===== src/rtl/pcseq_pkg.sv =====
package pcseq_pkg;
  localparam int PC_W  = 10;
  localparam int LO_W  = 8;
  localparam int HI_W  = PC_W - LO_W;
  localparam int DEPTH = 5;

  typedef enum logic [2:0] {
    OP_STEP = 3'd0,
    OP_JUMP = 3'd1,
    OP_CALL = 3'd2,
    OP_RET  = 3'd3,
    OP_PCLW = 3'd4
  } pc_op_e;

  function automatic logic [PC_W-1:0] pc_inc(input logic [PC_W-1:0] pc);
    return pc + {{(PC_W-1){1'b0}}, 1'b1};
  endfunction

  function automatic int unsigned ring_up(input int unsigned p, input int unsigned n);
    return (p == n - 1) ? 0 : p + 1;
  endfunction

  function automatic int unsigned ring_dn(input int unsigned p, input int unsigned n);
    return (p == 0) ? n - 1 : p - 1;
  endfunction
endpackage


===== src/rtl/pcseq_stack.sv =====
module pcseq_stack #(
  parameter int W     = 10,
  parameter int DEPTH = 5,
  localparam int PW   = (DEPTH > 1) ? $clog2(DEPTH) : 1
) (
  input  logic         clk,
  input  logic         rst_n,
  input  logic         push,
  input  logic         pop,
  input  logic [W-1:0] push_data,
  output logic [W-1:0] top_data
);
  import pcseq_pkg::*;

  logic [W-1:0]  mem [DEPTH];
  logic [PW-1:0] sp_q;
  logic [PW-1:0] sp_up, sp_dn;

  assign sp_up    = PW'(ring_up(int'(sp_q), DEPTH));
  assign sp_dn    = PW'(ring_dn(int'(sp_q), DEPTH));
  assign top_data = mem[sp_dn];

  always_ff @(posedge clk) begin
    if (!rst_n) begin
      sp_q <= '0;
    end else if (push) begin
      sp_q <= sp_up;
    end else if (pop) begin
      sp_q <= sp_dn;
    end
  end

  for (genvar i = 0; i < DEPTH; i++) begin : g_slot
    always_ff @(posedge clk) begin
      if (!rst_n) mem[i] <= '0;
      else if (push && sp_q == PW'(i)) mem[i] <= push_data;
    end
  end

  p_one_op_r9: assert property (@(posedge clk) disable iff (!rst_n) !(push && pop));
  p_push_wrap_r9: assert property (@(posedge clk) disable iff (!rst_n)
    (push && sp_q == PW'(DEPTH-1)) |=> (sp_q == '0));
  p_pop_wrap_r9: assert property (@(posedge clk) disable iff (!rst_n)
    (pop && sp_q == '0) |=> (sp_q == PW'(DEPTH-1)));
  p_push_pop_r5: assert property (@(posedge clk) disable iff (!rst_n)
    push |=> (top_data == $past(push_data)));
endmodule


===== src/rtl/pcseq_next.sv =====
module pcseq_next
  import pcseq_pkg::*;
(
  input  logic [2:0]      op,
  input  logic [PC_W-1:0] pc,
  input  logic [PC_W-1:0] addr,
  input  logic [LO_W-1:0] data,
  input  logic [HI_W-1:0] hi_latch,
  input  logic [PC_W-1:0] stack_top,
  output logic [PC_W-1:0] pc_next,
  output logic            push_ev,
  output logic            pop_ev
);
  always_comb begin
    push_ev = 1'b0;
    pop_ev  = 1'b0;
    unique case (op)
      OP_JUMP: pc_next = addr;
      OP_CALL: begin pc_next = addr; push_ev = 1'b1; end
      OP_RET:  begin pc_next = stack_top; pop_ev = 1'b1; end
      OP_PCLW: pc_next = {hi_latch, data};
      default: pc_next = pc_inc(pc);
    endcase
  end
endmodule


===== src/rtl/pcseq_unit.sv =====
module pcseq_unit
  import pcseq_pkg::*;
(
  input  logic            clk,
  input  logic            rst_n,
  input  logic [2:0]      op_i,
  input  logic [PC_W-1:0] addr_i,
  input  logic [LO_W-1:0] data_i,
  input  logic            hi_wr_i,
  input  logic [HI_W-1:0] hi_data_i,
  output logic [PC_W-1:0] pc_o,
  output logic [LO_W-1:0] pcl_o
);
  logic [PC_W-1:0] pc_q, pc_next, stack_top;
  logic [HI_W-1:0] hi_q;
  logic            push_ev, pop_ev;

  pcseq_next u_next (
    .op(op_i), .pc(pc_q), .addr(addr_i), .data(data_i), .hi_latch(hi_q),
    .stack_top(stack_top), .pc_next(pc_next), .push_ev(push_ev), .pop_ev(pop_ev)
  );

  pcseq_stack #(.W(PC_W), .DEPTH(DEPTH)) u_stack (
    .clk(clk), .rst_n(rst_n), .push(push_ev), .pop(pop_ev),
    .push_data(pc_inc(pc_q)), .top_data(stack_top)
  );

  always_ff @(posedge clk) begin
    if (!rst_n) begin
      pc_q <= '0;
      hi_q <= '0;
    end else begin
      pc_q <= pc_next;
      if (hi_wr_i) hi_q <= hi_data_i;
    end
  end

  assign pc_o  = pc_q;
  assign pcl_o = pc_q[LO_W-1:0];

  p_step_r2: assert property (@(posedge clk) disable iff (!rst_n)
    (op_i == OP_STEP) |=> (pc_o == $past(pc_o) + 10'd1));
  p_jump_r3: assert property (@(posedge clk) disable iff (!rst_n)
    (op_i == OP_JUMP) |=> (pc_o == $past(addr_i)));
  p_call_r4: assert property (@(posedge clk) disable iff (!rst_n)
    (op_i == OP_CALL) |=> (pc_o == $past(addr_i)));
  p_pclw_r6: assert property (@(posedge clk) disable iff (!rst_n)
    (op_i == OP_PCLW) |=> (pc_o == {$past(hi_q), $past(data_i)}));
  p_latch_hold_r7: assert property (@(posedge clk) disable iff (!rst_n)
    !hi_wr_i |=> $stable(hi_q));
  p_low_r8: assert property (@(posedge clk) disable iff (!rst_n)
    pcl_o == pc_o[7:0]);
endmodule


===== config.mk =====
export PLATFORM = sky130hd
export DESIGN_NAME = pcseq_unit
export DESIGN_NICKNAME = d
export VERILOG_FILES = /design/src/rtl/pcseq_pkg.sv /design/src/rtl/pcseq_stack.sv /design/src/rtl/pcseq_next.sv /design/src/rtl/pcseq_unit.sv
export SDC_FILE = /design/constraint.sdc
export NUM_CORES = 1
export LEC_CHECK = 0
export BUFFER_PORTS_ARGS = -buffer_cell sky130_fd_sc_hd__buf_4
export CAP_MARGIN = 20
export CELL_PAD_IN_SITES_DETAIL_PLACEMENT = 2
export CELL_PAD_IN_SITES_GLOBAL_PLACEMENT = 2
export CORE_MARGIN = 2
export CORE_UTILIZATION = 39
export CTS_BUF_LIST = sky130_fd_sc_hd__clkbuf_16
export DETAILED_ROUTE_END_ITERATION = 8
export GPL_TIMING_DRIVEN = 0
export HOLD_SLACK_MARGIN = 0.06
export PLACE_DENSITY_LB_ADDON = 0.1
export SLEW_MARGIN = 20
export SYNTH_ARGS = -nofsm -noshare
export SYNTH_HDL_FRONTEND = slang
export SYNTH_HIERARCHICAL = 1
export SYNTH_SLANG_ARGS = --single-unit

===== constraint.sdc =====
create_clock -name clk -period 2.9 [get_ports clk]
set_input_delay 0 -clock clk [delete_from_list [all_inputs] [get_ports clk]]
set_output_delay 0 -clock clk [all_outputs]
set_load 0.01 [all_outputs]

After elaboration in Yosys (flattened, before gate mapping)
Memory sizes are Yosys's and may differ from the RTL's.
Index checks and enable logic that the tools add are counted.
{ "totals": {"ff_bits": 15, "word_cells": 56, "out_inout_bits": 18, "n_memories": 1, "input_bits": 26, "ram_bits": 50} }
{ "memory_table": {"columns": ["memory", "words", "width", "read_ports", "rd_clocked_by_memory_dff", "wr", "line", "text"], "rows": [
  ["u_stack.mem", 5, 10, 1, 0, 5, "pcseq_stack.sv:15", "logic [W-1:0] mem [DEPTH];"]
]} }
{ "classes": {"n_bitwise": 5, "n_reduce_logical": 8, "n_eq_ne": 8, "n_mux": 28, "addsub": 3} }
{ "ops": {"columns": ["op", "n"], "rows": [
  ["$mux 10", 5],
  ["$pmux 10 s3", 1],
  ["$mux 1", 18],
  ["$eq 3x2->1 const B", 4],
  ["$mux 3", 4],
  ["$add 10x1->10 const B", 1],
  ["$eq 3x1->1 const B", 2],
  ["$eq 3x3->1 const B", 2],
  ["$logic_and 1x1->1", 5],
  ["$or 1x1->1", 5],
  ["$add 3x1->3 const B", 1],
  ["$logic_not 3->1", 1],
  ["$sub 3x1->3 const B", 1],
  ["$reduce_bool 2->1", 1],
  ["$reduce_or 2->1", 1]
]} }

Longest topological paths before layout
Gate-level depths: netlist of the first run.
{ "depth": {"word_depth": 7, "depth_mapped": 13} }

Hierarchy
Netlist of the first run, hierarchy kept.
{ "by_module_without_submodules": {"columns": ["module", "n_inst", "area_per_inst_um2", "seq_area_each_um2", "cells_each"], "rows": [
  ["pcseq_stack", 1, 2626.3, 1561.5, 197],
  ["pcseq_next", 1, 635.6, 0.0, 90],
  ["pcseq_unit", 1, 563.0, 240.2, 59]
]} }

Least setup slack after synthesis of the first run
Ideal clock, no wire load.
{ "synth_timing": {"path_kind": "reg2reg", "startpoint": "register u_stack.sp_q[0]", "endpoint": "register pc_q[5], in the netlist pc_o[5]", "synth_period_minus_slack_ps": 2591, "n_path_buf": 3, "path_stages_with_launch": 14, "required_ps": 2785, "path_slack_ps": 309, "arrival_time_ps": 2476, "path_cell_list": "dfxtp_1 buf_2 buf_4 inv_1 ha_1 mux2i_1 buf_4 o22ai_1 mux2_2 mux2_2 a22oi_1 o21ai_0 o21bai_1 and2_1"} }
{ "synth_between": {"elab_chain_len": 4} }
{ "synth_lines": {"columns": ["element", "line", "text"], "rows": [
  ["start, declared", "pcseq_stack.sv:16", "logic [PW-1:0] sp_q;"],
  ["start signal, assigned", "pcseq_stack.sv:27", "sp_q <= sp_up;"],
  ["start signal, assigned", "pcseq_stack.sv:29", "sp_q <= sp_dn;"],
  ["$sub 3x1->3 or $logic_not 3->1 (tied branches)", "pcseq_pkg.sv:24", "return (p == 0) ? n - 1 : p - 1;"],
  ["$mux 3 *", "pcseq_pkg.sv:24", null],
  ["$mem_v2 5x10 *", null, null],
  ["net stack_top[5]", "pcseq_unit.sv:14", "logic [PC_W-1:0] pc_q, pc_next, stack_top;"],
  ["$pmux 10 s3 *", "pcseq_next.sv:17", "unique case (op)"],
  ["net pc_next[5]", "pcseq_unit.sv:14", null],
  ["end signal, assigned", "pcseq_unit.sv:33", "pc_q <= pc_next;"],
  ["end, declared", "pcseq_unit.sv:14", null]
]} }
The timed path passes the listed nets; every way through them passes the cells marked *.
A chain may end at the register's enable or synchronous reset.

Worst setup path after layout of the first run
Ends and elaborated chain as after synthesis.

==> results.toml, run 1 <==
[floorplanning]
ioPinCount = 44
start_util_pct = 39.7
row_count = 36
die_area_um2 = 10600
coreArea_um2 = 9640
die_x_um = 103
die_h_um = 103

[synth]
ys_seq_area_share_pct = 47.1
yosysTopAreaCellShare_pct = 39.3
synth_flop_cell = "edfxtp_1"
synthSimpleGateAreaFrac_pct = 20.5
synthMuxAreaShare_pct = 11.7
ys_types = 53
ys_warn_count = 6
synth.net_count = 380
ys_seq_elements = 65
synthAdderAreaFrac_pct = 2.62
synth.avg_cell_area_um2 = 11.1
synth-edff-count = 50
synthArstFlopShare_pct = 0
synth_cells = 346
yosys.area.top_type = "edfxtp_1"
synth.top_cells.by_area = "edfxtp_1, and2_1, dfxtp_1"
synthXorXnorAreaFrac_pct = 3.89
synth-compound-area-share_pct = 8.77
synth_top_family_by_area = "simple AND/OR/NAND/NOR gates"
syn_area_um2 = 3820

[sta]
finalMaxSlewViolations = 0
rsz0062_at_grt = "no"
relSlewSlack_pct = 53.1
hold_viol = 0
fmax_ghz = 0.361
fin_worst_skew_ns = 0.00915
setup_viol = 0
timing.final.crit_share_pct = 95.5
worst_pin_slew_ns = 0.699
fin_crit_ns = 2.77

[pwr]
total_power_mw = 2.78
powerDensity_nw_per_um2 = 574
ir_drop_uv = 288
p_leak_nw = 1.87

[routing]
firstDrtPassIters = 4
first_iter_violations = 74
vias = 2864
wire_per_inst_um = 20.7
drc_errors = 0
post_drt_via_cell_ratio = 5.20
final_antenna_net_count = 0
wl_um = 11400

[global_route]
grt_max_degree = 13
grt_pass1_wl_um = 17900
antenna_found_initial = 0
grt_pass1_vias = 3111
grtUsageTotal_pct = 23.0
overflow = 0

[clocking]
h-tree-depth = 3
clk_pin_slew_worst_paths_ns = 0.06
cts_made_buffers = 9
cts_tree = "done"
cts_root_buf = "clkbuf_16"
cts_num_sinks = 65
insertion_delay_ns = 0.34
clockBufferDepth = 2

[worst_setup_path]
endpoint_kind = "flip-flop"
path_max_fanout = 10
start_kind = "flip-flop"
cp.required_ns = 3.13
crit_type = "flip-flop to flip-flop"
cp_data_arrival_time_ns = 3.00
startpoint = "u_stack/sp_q[0]$_SDFFE_PN0P_"
r2r_start = "u_stack/sp_q[0]$_SDFFE_PN0P_"

[finish]
diodes = 0
utilization_pct = 50.2
syn2layout_area_growth_pct = 26.5
fin_cells = 551
final.fill_count = 997
fin_area_um2 = 4840
nets = 447
drive_gt1_share_pct = 28.2

[placement]
postPlaceCellArea_um2 = 4310
placedCellCount = 522
dp.final_hpwl_um = 8320
gp_congestion = 0.813
io_buffers = 41

[min_path]
hold_class = "input pin to flip-flop"
worstHoldStart = "data_i[0]"

[outcome]
status = "completed"

[run]
maxCapViolations = 0
per-stage QoR:
| stage | setup slack (ns) | hold slack [ns] | setup TNS (ns) |
|---|---|---|---|
| after floorplan | 0.309 | 0.128 | 0 |
| after global placement | -0.236 | 0.241 | -1.68 |
| after detailed placement | -0.322 | 0.258 | -0.961 |
| after CTS | 0.0303 | 0.0797 | 0 |
| after global routing | 0.0103 | 0.123 | 0 |
| final | 0.132 | 0.0947 | 0 |
per-layer routing:
metal	GRT usage (%)	vias up	wire [µm]
met5	0	-	0
met4	8.00	0	237
met3	3.59	15	270
met2	39.5	59	5870
met1	29.3	1420	5050
li1	-	1370	-
cell usage after synthesis (4+ instances only):
cell,instances
nor2_1,14
xor2_1,6
clkbuf_1,6
nand2_1,17
mux2_2,15
dfxtp_1,15
o21ai_0,10
inv_1,10
nor2b_1,4
and2_1,60
o22ai_1,11
xnor2_1,11
mux2i_1,28
ha_1,8
a22oi_1,6
edfxtp_1,50
nand3_1,13
nor3_1,4
buf_4,12
timing repair:
| item | CTS | global route |
|---|---|---|
| hold buffers | 7 | 0 |
| pin swaps | 1 | 1 |
| hold endpoints to repair | 5 | 0 |
| setup endpoints to repair | 6 | 5 |
| buffers inserted | 6 | 0 |
| gates resized for setup | 9 | 5 |
path summary, 6_finish.rpt:
path / depth (start not counted) / end / slack, ns
worst max-delay path: 13 / pc_o[5]$_SDFF_PN0_ / 0.13
worst min-delay path: 4 / pc_o[0]$_SDFF_PN0_ / 0.09
worst max register to register: 13 / pc_o[5]$_SDFF_PN0_ / 0.13
worst min register to register: 2 / u_stack/sp_q[2]$_SDFFE_PN0P_ / 0.62
cell usage in the layout, fill, tap and decap left out, drive strengths merged, types with 4 or more instances in the layout:
master / count
xnor2: 11
mux2: 15
o221ai: 4
nand3: 15
and2: 60
nand2: 19
buf: 66
nor3: 5
inv: 10
clkbuf: 17
nor2: 16
o22ai: 11
o21ai: 10
xor2: 6
mux2i: 28
a22oi: 6
edfxtp: 50
dlygate4sd3: 7
dfxtp: 15
nor2b: 5
ha: 8
registers in the layout, summed over array words and instances (netlist names):
register      flops
u_stack/sp_q      3
hi_q              2
pc_o             10
u_stack/mem      50
logic make-up after synthesis:
family                     count (synthesis)
AOI/OAI and AO/OA                         47
xor gates and xnor gates                  17
adders and majority gates                  8
buffers and inverters                     35
DFF                                       65
muxes                                     43
and+or+nand+nor                          131
area by class of cell:
cell class / count / area, µm² / share of cell area [%]
Inverter: 10 / 41.3 / 0.853
Multi-Input combinational cell: 246 / 1850 / 38.2
Buffer: 25 / 188 / 3.88
Clock buffer: 9 / 225 / 4.65
Clock inverter: 7 / 118 / 2.43
Sequential cell: 65 / 1800 / 37.3
Tap cell: 133 / 166 / 3.44
Timing Repair Buffer: 56 / 450 / 9.31
power breakdown:
group	internal (mW)	switching (mW)	total (mW)	leakage, nW
logic	0.208	0.226	0.434	1.06
registers	1.05	0.0453	1.09	0.642
clock network	0.840	0.412	1.25	0.170
total	2.09	0.683	2.78	1.87
worst max-delay path: stages, from the launching register on:
cell,delay [ns]
dfxtp_2,0.33
buf_4,0.16
buf_12,0.15
clkinvlp_4,0.11
ha_4,0.22
or2_1,0.16
clkbuf_4,0.22
o22ai_1,0.13
mux2_2,0.29
mux2_2,0.26
a22oi_1,0.18
o21ai_1,0.11
o21bai_1,0.17
and2_1,0.18
Note: power is estimated with default switching activity, not from simulation.
==> run 2, diff against run 1 <==
Settings changed: CORE_UTILIZATION 39 to 35, TNS_END_PERCENT from default to 20.
Clock period 2.9 ns to 2.2 ns, I/O delays scaled along.
==> run 2 against run 1 <==
The flow now finishes with violations (negative setup slack). Design area increased by 2.2%. Worst hold slack got worse by 0.011 ns. Non-clock buffer count increased by 4. Largest cell class unchanged. Maximum frequency increased by 6.7%. Setup slack got worse by 0.52 ns. Die area increased by 11%. Critical path depth unchanged. Sequential cell count unchanged. Via count decreased by 1.6%. Combinational power increased by 39%. Register-to-register slack got worse by 0.52 ns. Clock skew decreased by 0.0015 ns.
==> results.toml, run 2 (same netlist as run 1, synthesis figures left out) <==
[outcome]
status = "finished, violations left"
violations = "negative setup slack"

[clocking]
clockBufferDepth = 2
clk_pin_slew_worst_paths_ns = 0.06
cts_tree = "done"
cts_made_buffers = 9
cts_root_buf = "clkbuf_16"
cts_num_sinks = 65
h-tree-depth = 3
insertion_delay_ns = 0.33

[worst_setup_path]
path_max_fanout = 5
slowest_delay_ns = 0.35
cp_data_arrival_time_ns = 2.82
crit_type = "flip-flop to flip-flop"
endpoint_kind = "flip-flop"
start_kind = "flip-flop"
cp.required_ns = 2.43
cp_slowest_cell = "dfxtp_2"
path_cells = "buf_6 > buf_12 > clkinvlp_4 > ha_4 > mux2i_4 > buf_6 > o22ai_2 > mux2_4 > mux2_4 > a22oi_2 > o21ai_1 > o21bai_1 > and2_1"

[sta]
relSlewSlack_pct = 53.5
rsz0062_at_grt = "yes"
worst_pin_slew_ns = 0.692
fin_crit_ns = 2.59
timing.hold.ws_ns = 0.0836
timing.final.crit_share_pct = 118
fin_worst_skew_ns = 0.00765
worst_slack_ns = -0.393
setup_viol = 10
fmax_ghz = 0.386
hold_viol = 0
fin_setup_tns_ns = -2.95
finalMaxSlewViolations = 0

[pwr]
pwr-share-seq_pct = 41.3
powerDensity_nw_per_um2 = 704
p_comb_share_pct = 17.4
p_sw_share_pct = 26.3
power_switching_uw = 915
internal_power_mw = 2.57
ir_drop_uv = 339
p_leak_nw = 1.91
p_clk_share_pct = 41.3

[finish]
largest_reg_flops = 50
syn2layout_area_growth_pct = 29.3
diodes = 0
final_common_cell = "buf_4"
nets = 451
drive_gt1_share_pct = 32.0
final_cell_mix = "buf_4, and2_1, edfxtp_1"
final.fill_count = 1130
fin_area_um2 = 4940
multi_input_area_um2 = 1950
regMostFlops = "u_stack/mem"
fin_cells = 562
regArea_um2 = 1800

[routing]
final_antenna_net_count = 0
drc_errors = 0
post_drt_via_cell_ratio = 5.01
first_iter_violations = 86
firstDrtPassIters = 4
wl_um = 10600
vias = 2818
wire_per_inst_um = 18.9

[floorplanning]
die_area_um2 = 11800
ioPinCount = 44
start_util_pct = 35.6
coreArea_um2 = 10700
die_x_um = 109
row_count = 38
die_h_um = 109

[placement]
io_buffers = 41
gp_congestion = 0.791
postPlaceCellArea_um2 = 4370
pre_cts_slack_ns = -0.714
dp.final_hpwl_um = 8010
placedCellCount = 528

[global_route]
grt_pass1_wl_um = 16700
antenna_found_initial = 0
grtUsageTotal_pct = 19.3
grt_pass1_vias = 3033
overflow = 0
grt_max_degree = 14

[min_path]
hold_class = "input pin to flip-flop"

[run]
maxCapViolations = 0
## run 2: layer usage
metal / wire [µm] / part of all wire, % / global-route usage, %
met1: 4680 / 44 / 23.9
met2: 5610 / 53 / 34.2
met3: 223 / 2.1 / 3.38
met4: 109 / 1.0 / 5.77
met5: 0 / 0 / 0
## run 2: area by class of cell
cell class / instances / share of cell area, %
Multi-Input combinational cell: 246 / 39.4
Sequential cell: 65 / 36.5
Timing Repair Buffer: 60 / 9.72
Clock buffer: 9 / 4.55
Buffer: 25 / 3.90
Tap cell: 140 / 3.54
Clock inverter: 7 / 1.59
Inverter: 10 / 0.835
## run 2: worst max-delay path: cells and delay by family (launching register included)
family                     cells  cell delay (ns)
muxes                          3             0.82
DFF                            1             0.35
AOI/OAI and AO/OA              4             0.45
and+or+nand+nor                1             0.17
adders and majority gates      1             0.20
buffers and inverters          4             0.50
## run 2: per-stage QoR
step	util (%)	total power [mW]
floorplan	-	1.79
CTS	45.6	3.50
detailed placement	40.7	1.99
global placement	40.6	1.97
global route	46.0	3.63
finish	46.0	3.48
## run 2: repair_timing
| action | in CTS | in global routing |
|---|---|---|
| cloned | 0 | 0 |
| endpoints found under the hold margin | 5 | 0 |
| setup buffers | 9 | 2 |
| pin swaps | 4 | 4 |
| setup endpoints to repair | 20 | 15 |
| resized for setup | 18 | 7 |
| hold buffers | 7 | 0 |
## run 2: final timing paths
kind	start	to	slack (ns)	cells after the start
max	u_stack/sp_q[0]$_SDFFE_PN0P_	pc_o[5]$_SDFF_PN0_	-0.39	13
min	data_i[1]	pc_o[1]$_SDFF_PN0_	0.08	4
max reg2reg	u_stack/sp_q[0]$_SDFFE_PN0P_	pc_o[5]$_SDFF_PN0_	-0.39	13
min reg2reg	u_stack/sp_q[2]$_SDFFE_PN0P_	u_stack/sp_q[2]$_SDFFE_PN0P_	0.62	2
## run 2: power by group through the flow
| stage | Combinational [mW] | Clock [mW] | Sequential, mW |
|---|---|---|---|
| global placement | 0.508 | 0 | 1.46 |
| global route | 0.663 | 1.52 | 1.45 |
| finish | 0.605 | 1.44 | 1.44 |
| CTS | 0.595 | 1.47 | 1.44 |
| detailed placement | 0.526 | 0 | 1.46 |
| floorplan | 0.337 | 0 | 1.45 |
==> run 3, diff against run 2 <==
Settings changed: ABC_AREA from default to 1, CORE_UTILIZATION 35 to 30.
==> run 3 against run 2 <==
The run now ends clean. Global-route usage grew 0.31 points. Non-clock buffer count up 9. Highest routed layer unchanged. Clock skew shrank 0.0031 ns. Core utilization shrank 4.8 points. Setup slack improved by 0.53 ns. Sequential share of layout area fell by 1.9 points. First-iteration DRC count increased by 64%. Synthesized cell count up 55%. Synthesized area increased by 2.4%. Combinational power up 26%. Largest cell class is now sequential cells. Critical path type unchanged. Critical path depth is 4 higher.
==> results.toml, run 3 <==
[outcome]
status = "completed"

[synth]
syn_area_um2 = 3920
ys_warn_count = 6
synthArstFlopShare_pct = 0
ys_seq_elements = 65
synth.top_cells.by_area = "edfxtp_1, nand2_1, inv_1"
ys_types = 25
yosys.area.top_type = "edfxtp_1"
ys_seq_area_share_pct = 46.0
synth_cells = 535
synth.avg_cell_area_um2 = 7.32
yosysTopAreaCellShare_pct = 38.3
yosysMostFrequentCell = "nand2_1"
synth_flop_cell = "edfxtp_1"
synth.net_count = 569
synth_common_cells = "nand2_1, inv_1, nor2_1, nand3_1, edfxtp_1"
synth-edff-count = 50

[worst_setup_path]
cp_slowest_cell = "dfxtp_4"
cp_data_arrival_time_ns = 2.30
crit_top_cell = "nand2_1"
r2r_end = "pc_o[8]$_SDFF_PN0_"
slowest_delay_ns = 0.38
path_max_fanout = 8
critical-path-top-delay-family = "simple AND/OR/NAND/NOR gates"
start_kind = "flip-flop"
r2r_start = "u_stack/sp_q[0]$_SDFFE_PN0P_"
endpoint_kind = "flip-flop"
cp.required_ns = 2.44
critPathBufInv = 5
path_cells = "inv_8 > clkbuf_16 > ha_1 > buf_6 > nand2_8 > clkbuf_16 > nand3_1 > nand3_1 > nand2_1 > nand2_1 > nand2_1 > nand2_1 > nand2_1 > nor2_2 > nand2_1 > nand2_1 > inv_1"
reg2reg_depth = 17
crit_type = "flip-flop to flip-flop"
reg2reg_slack_ns = 0.13

[pwr]
pwr-share-seq_pct = 37.8
power_switching_mw = 1.10
internal_power_mw = 2.71
p_comb_share_pct = 20.0
p_leak_nw = 2.53
powerDensity_nw_per_um2 = 729
p_clk_share_pct = 42.2
p_sw_share_pct = 28.8
ir_drop_uv = 341

[routing]
post_drt_via_cell_ratio = 4.63
drc_errors = 0
vias = 3680
final_antenna_net_count = 0
firstDrtPassIters = 4
wire_per_inst_um = 17.1
first_iter_violations = 141
wl_um = 13500

[finish]
final.fill_count = 1521
syn2layout_area_growth_pct = 33.3
final_common_cell = "nand2_1"
regArea_um2 = 1810
nets = 651
regMostFlops = "u_stack/mem"
diodes = 0
drive_gt1_share_pct = 19.9
fin_area_um2 = 5220
multi_input_area_um2 = 1670
final_cell_mix = "nand2_1, inv_1, nor2_1"
largest_reg_flops = 50

[floorplanning]
die_x_um = 118
row_count = 41
start_util_pct = 30.9
ioPinCount = 44
coreArea_um2 = 12700
die_h_um = 118
die_area_um2 = 14000

[global_route]
overflow = 0
grt_pass1_vias = 4109
grt_max_degree = 14
grt_pass1_wl_um = 21200
grtUsageTotal_pct = 19.6
antenna_found_initial = 0

[min_path]
hold_class = "input pin to flip-flop"
whs_endpoint = "pc_o[7]$_SDFF_PN0_"
worstHoldStart = "data_i[7]"
hold-path-cell-count = 7

[run]
maxCapViolations = 0

[sta]
finalMaxSlewViolations = 0
setup_viol = 0
timing.final.crit_share_pct = 93.9
fmax_ghz = 0.484
hold_viol = 0
worst_slack_ns = 0.133
worst_pin_slew_ns = 0.621
fin_crit_ns = 2.07
relSlewSlack_pct = 58.6
fin_worst_skew_ns = 0.00453
fin_setup_tns_ns = 0

[clocking]
cts_root_buf = "clkbuf_16"
clockBufferDepth = 2
h-tree-depth = 3
insertion_delay_ns = 0.34
cts_made_buffers = 9
clk_pin_slew_worst_paths_ns = 0.06
cts_tree = "done"
cts_num_sinks = 65

[placement]
gp_congestion = 0.746
io_buffers = 43
dp.final_hpwl_um = 9650
postPlaceCellArea_um2 = 4460
pre_cts_slack_ns = -0.571
[run 3: cell types whose count changed after synthesis, moves of 15 or more]
| cell | before | now |
|---|---|---|
| and2_1 | 60 | 0 |
| nand2_1 | 17 | 161 |
| inv_1 | 10 | 94 |
| nand3_1 | 13 | 55 |
| nor2_1 | 14 | 78 |
| mux2_2 | 15 | 0 |
| mux2i_1 | 28 | 0 |
[run 3: per-stage QoR]
stage | hold WS [ns] | std cells | util (%) | total power [mW]
finish | 0.0788 | 794 | 41.2 | 3.80
global route | 0.122 | 794 | 41.2 | 3.97
CTS | 0.0608 | 782 | 39.5 | 3.74
detailed placement | 0.254 | 750 | 35.2 | 2.07
global placement | 0.228 | 750 | 35.2 | 2.04
floorplan | 0.135 | 535 | - | 1.82
[run 3: logic make-up after synthesis]
| family | after synthesis | synth area share (%) |
|---|---|---|
| DFF | 65 | 46.0 |
| xor gates and xnor gates | 4 | 0.894 |
| and+or+nand+nor | 325 | 35.5 |
| buffers and inverters | 119 | 13.1 |
| adders and majority gates | 8 | 2.56 |
| AOI/OAI and AO/OA | 14 | 1.98 |
[run 3: layout make-up]
type	instances	area share (%)
tap	172	4.12
clock inverter	7	1.99
sequential	65	34.6
inverter	96	7.05
clock buffer	9	4.31
buffer	23	4.10
timing repair buffer	71	11.9
multi-input combinational	351	31.9
[run 3: worst min-delay path: cells and delay by family]
family	cells	cell delay, ns
AND/OR/NAND/NOR	5	0.27
buffers and inverters	2	0.12
[run 3: worst max path at each step]
stage | start | to | cells past startpoint
floorplan | u_stack/sp_q[0]$_SDFFE_PN0P_ | pc_o[2]$_SDFF_PN0_ | 17
global placement | u_stack/sp_q[0]$_SDFFE_PN0P_ | pc_o[7]$_SDFF_PN0_ | 17
detailed placement | u_stack/sp_q[0]$_SDFFE_PN0P_ | pc_o[0]$_SDFF_PN0_ | 16
CTS | u_stack/sp_q[0]$_SDFFE_PN0P_ | pc_o[8]$_SDFF_PN0_ | 18
global route | u_stack/sp_q[0]$_SDFFE_PN0P_ | pc_o[0]$_SDFF_PN0_ | 16
finish | u_stack/sp_q[0]$_SDFFE_PN0P_ | pc_o[8]$_SDFF_PN0_ | 17
[run 3: timing repair]
item                       CTS  global route
gates cloned                 0             4
hold buffers                16             0
setup endpoints to repair   55            10
gates resized for setup     18            24
buffers inserted             0             8
pin swaps                    0             3
hold endpoints to repair     8             0
[run 3: routing by layer]
metal	global-route usage, %	vias up	part of all wire [%]
met5	0	-	0
met4	5.87	0	1.2
met3	3.67	12	1.8
met2	35.7	33	52
met1	23.3	1816	45
li1	-	1819	-
[run 3: power by group through the flow]
stage	sequential [mW]	combinational [mW]	clock, mW
after floorplan	1.45	0.370	0
after global placement	1.46	0.585	0
after detailed placement	1.46	0.609	0
after CTS	1.44	0.660	1.64
after global routing	1.45	0.842	1.68
final	1.44	0.762	1.61
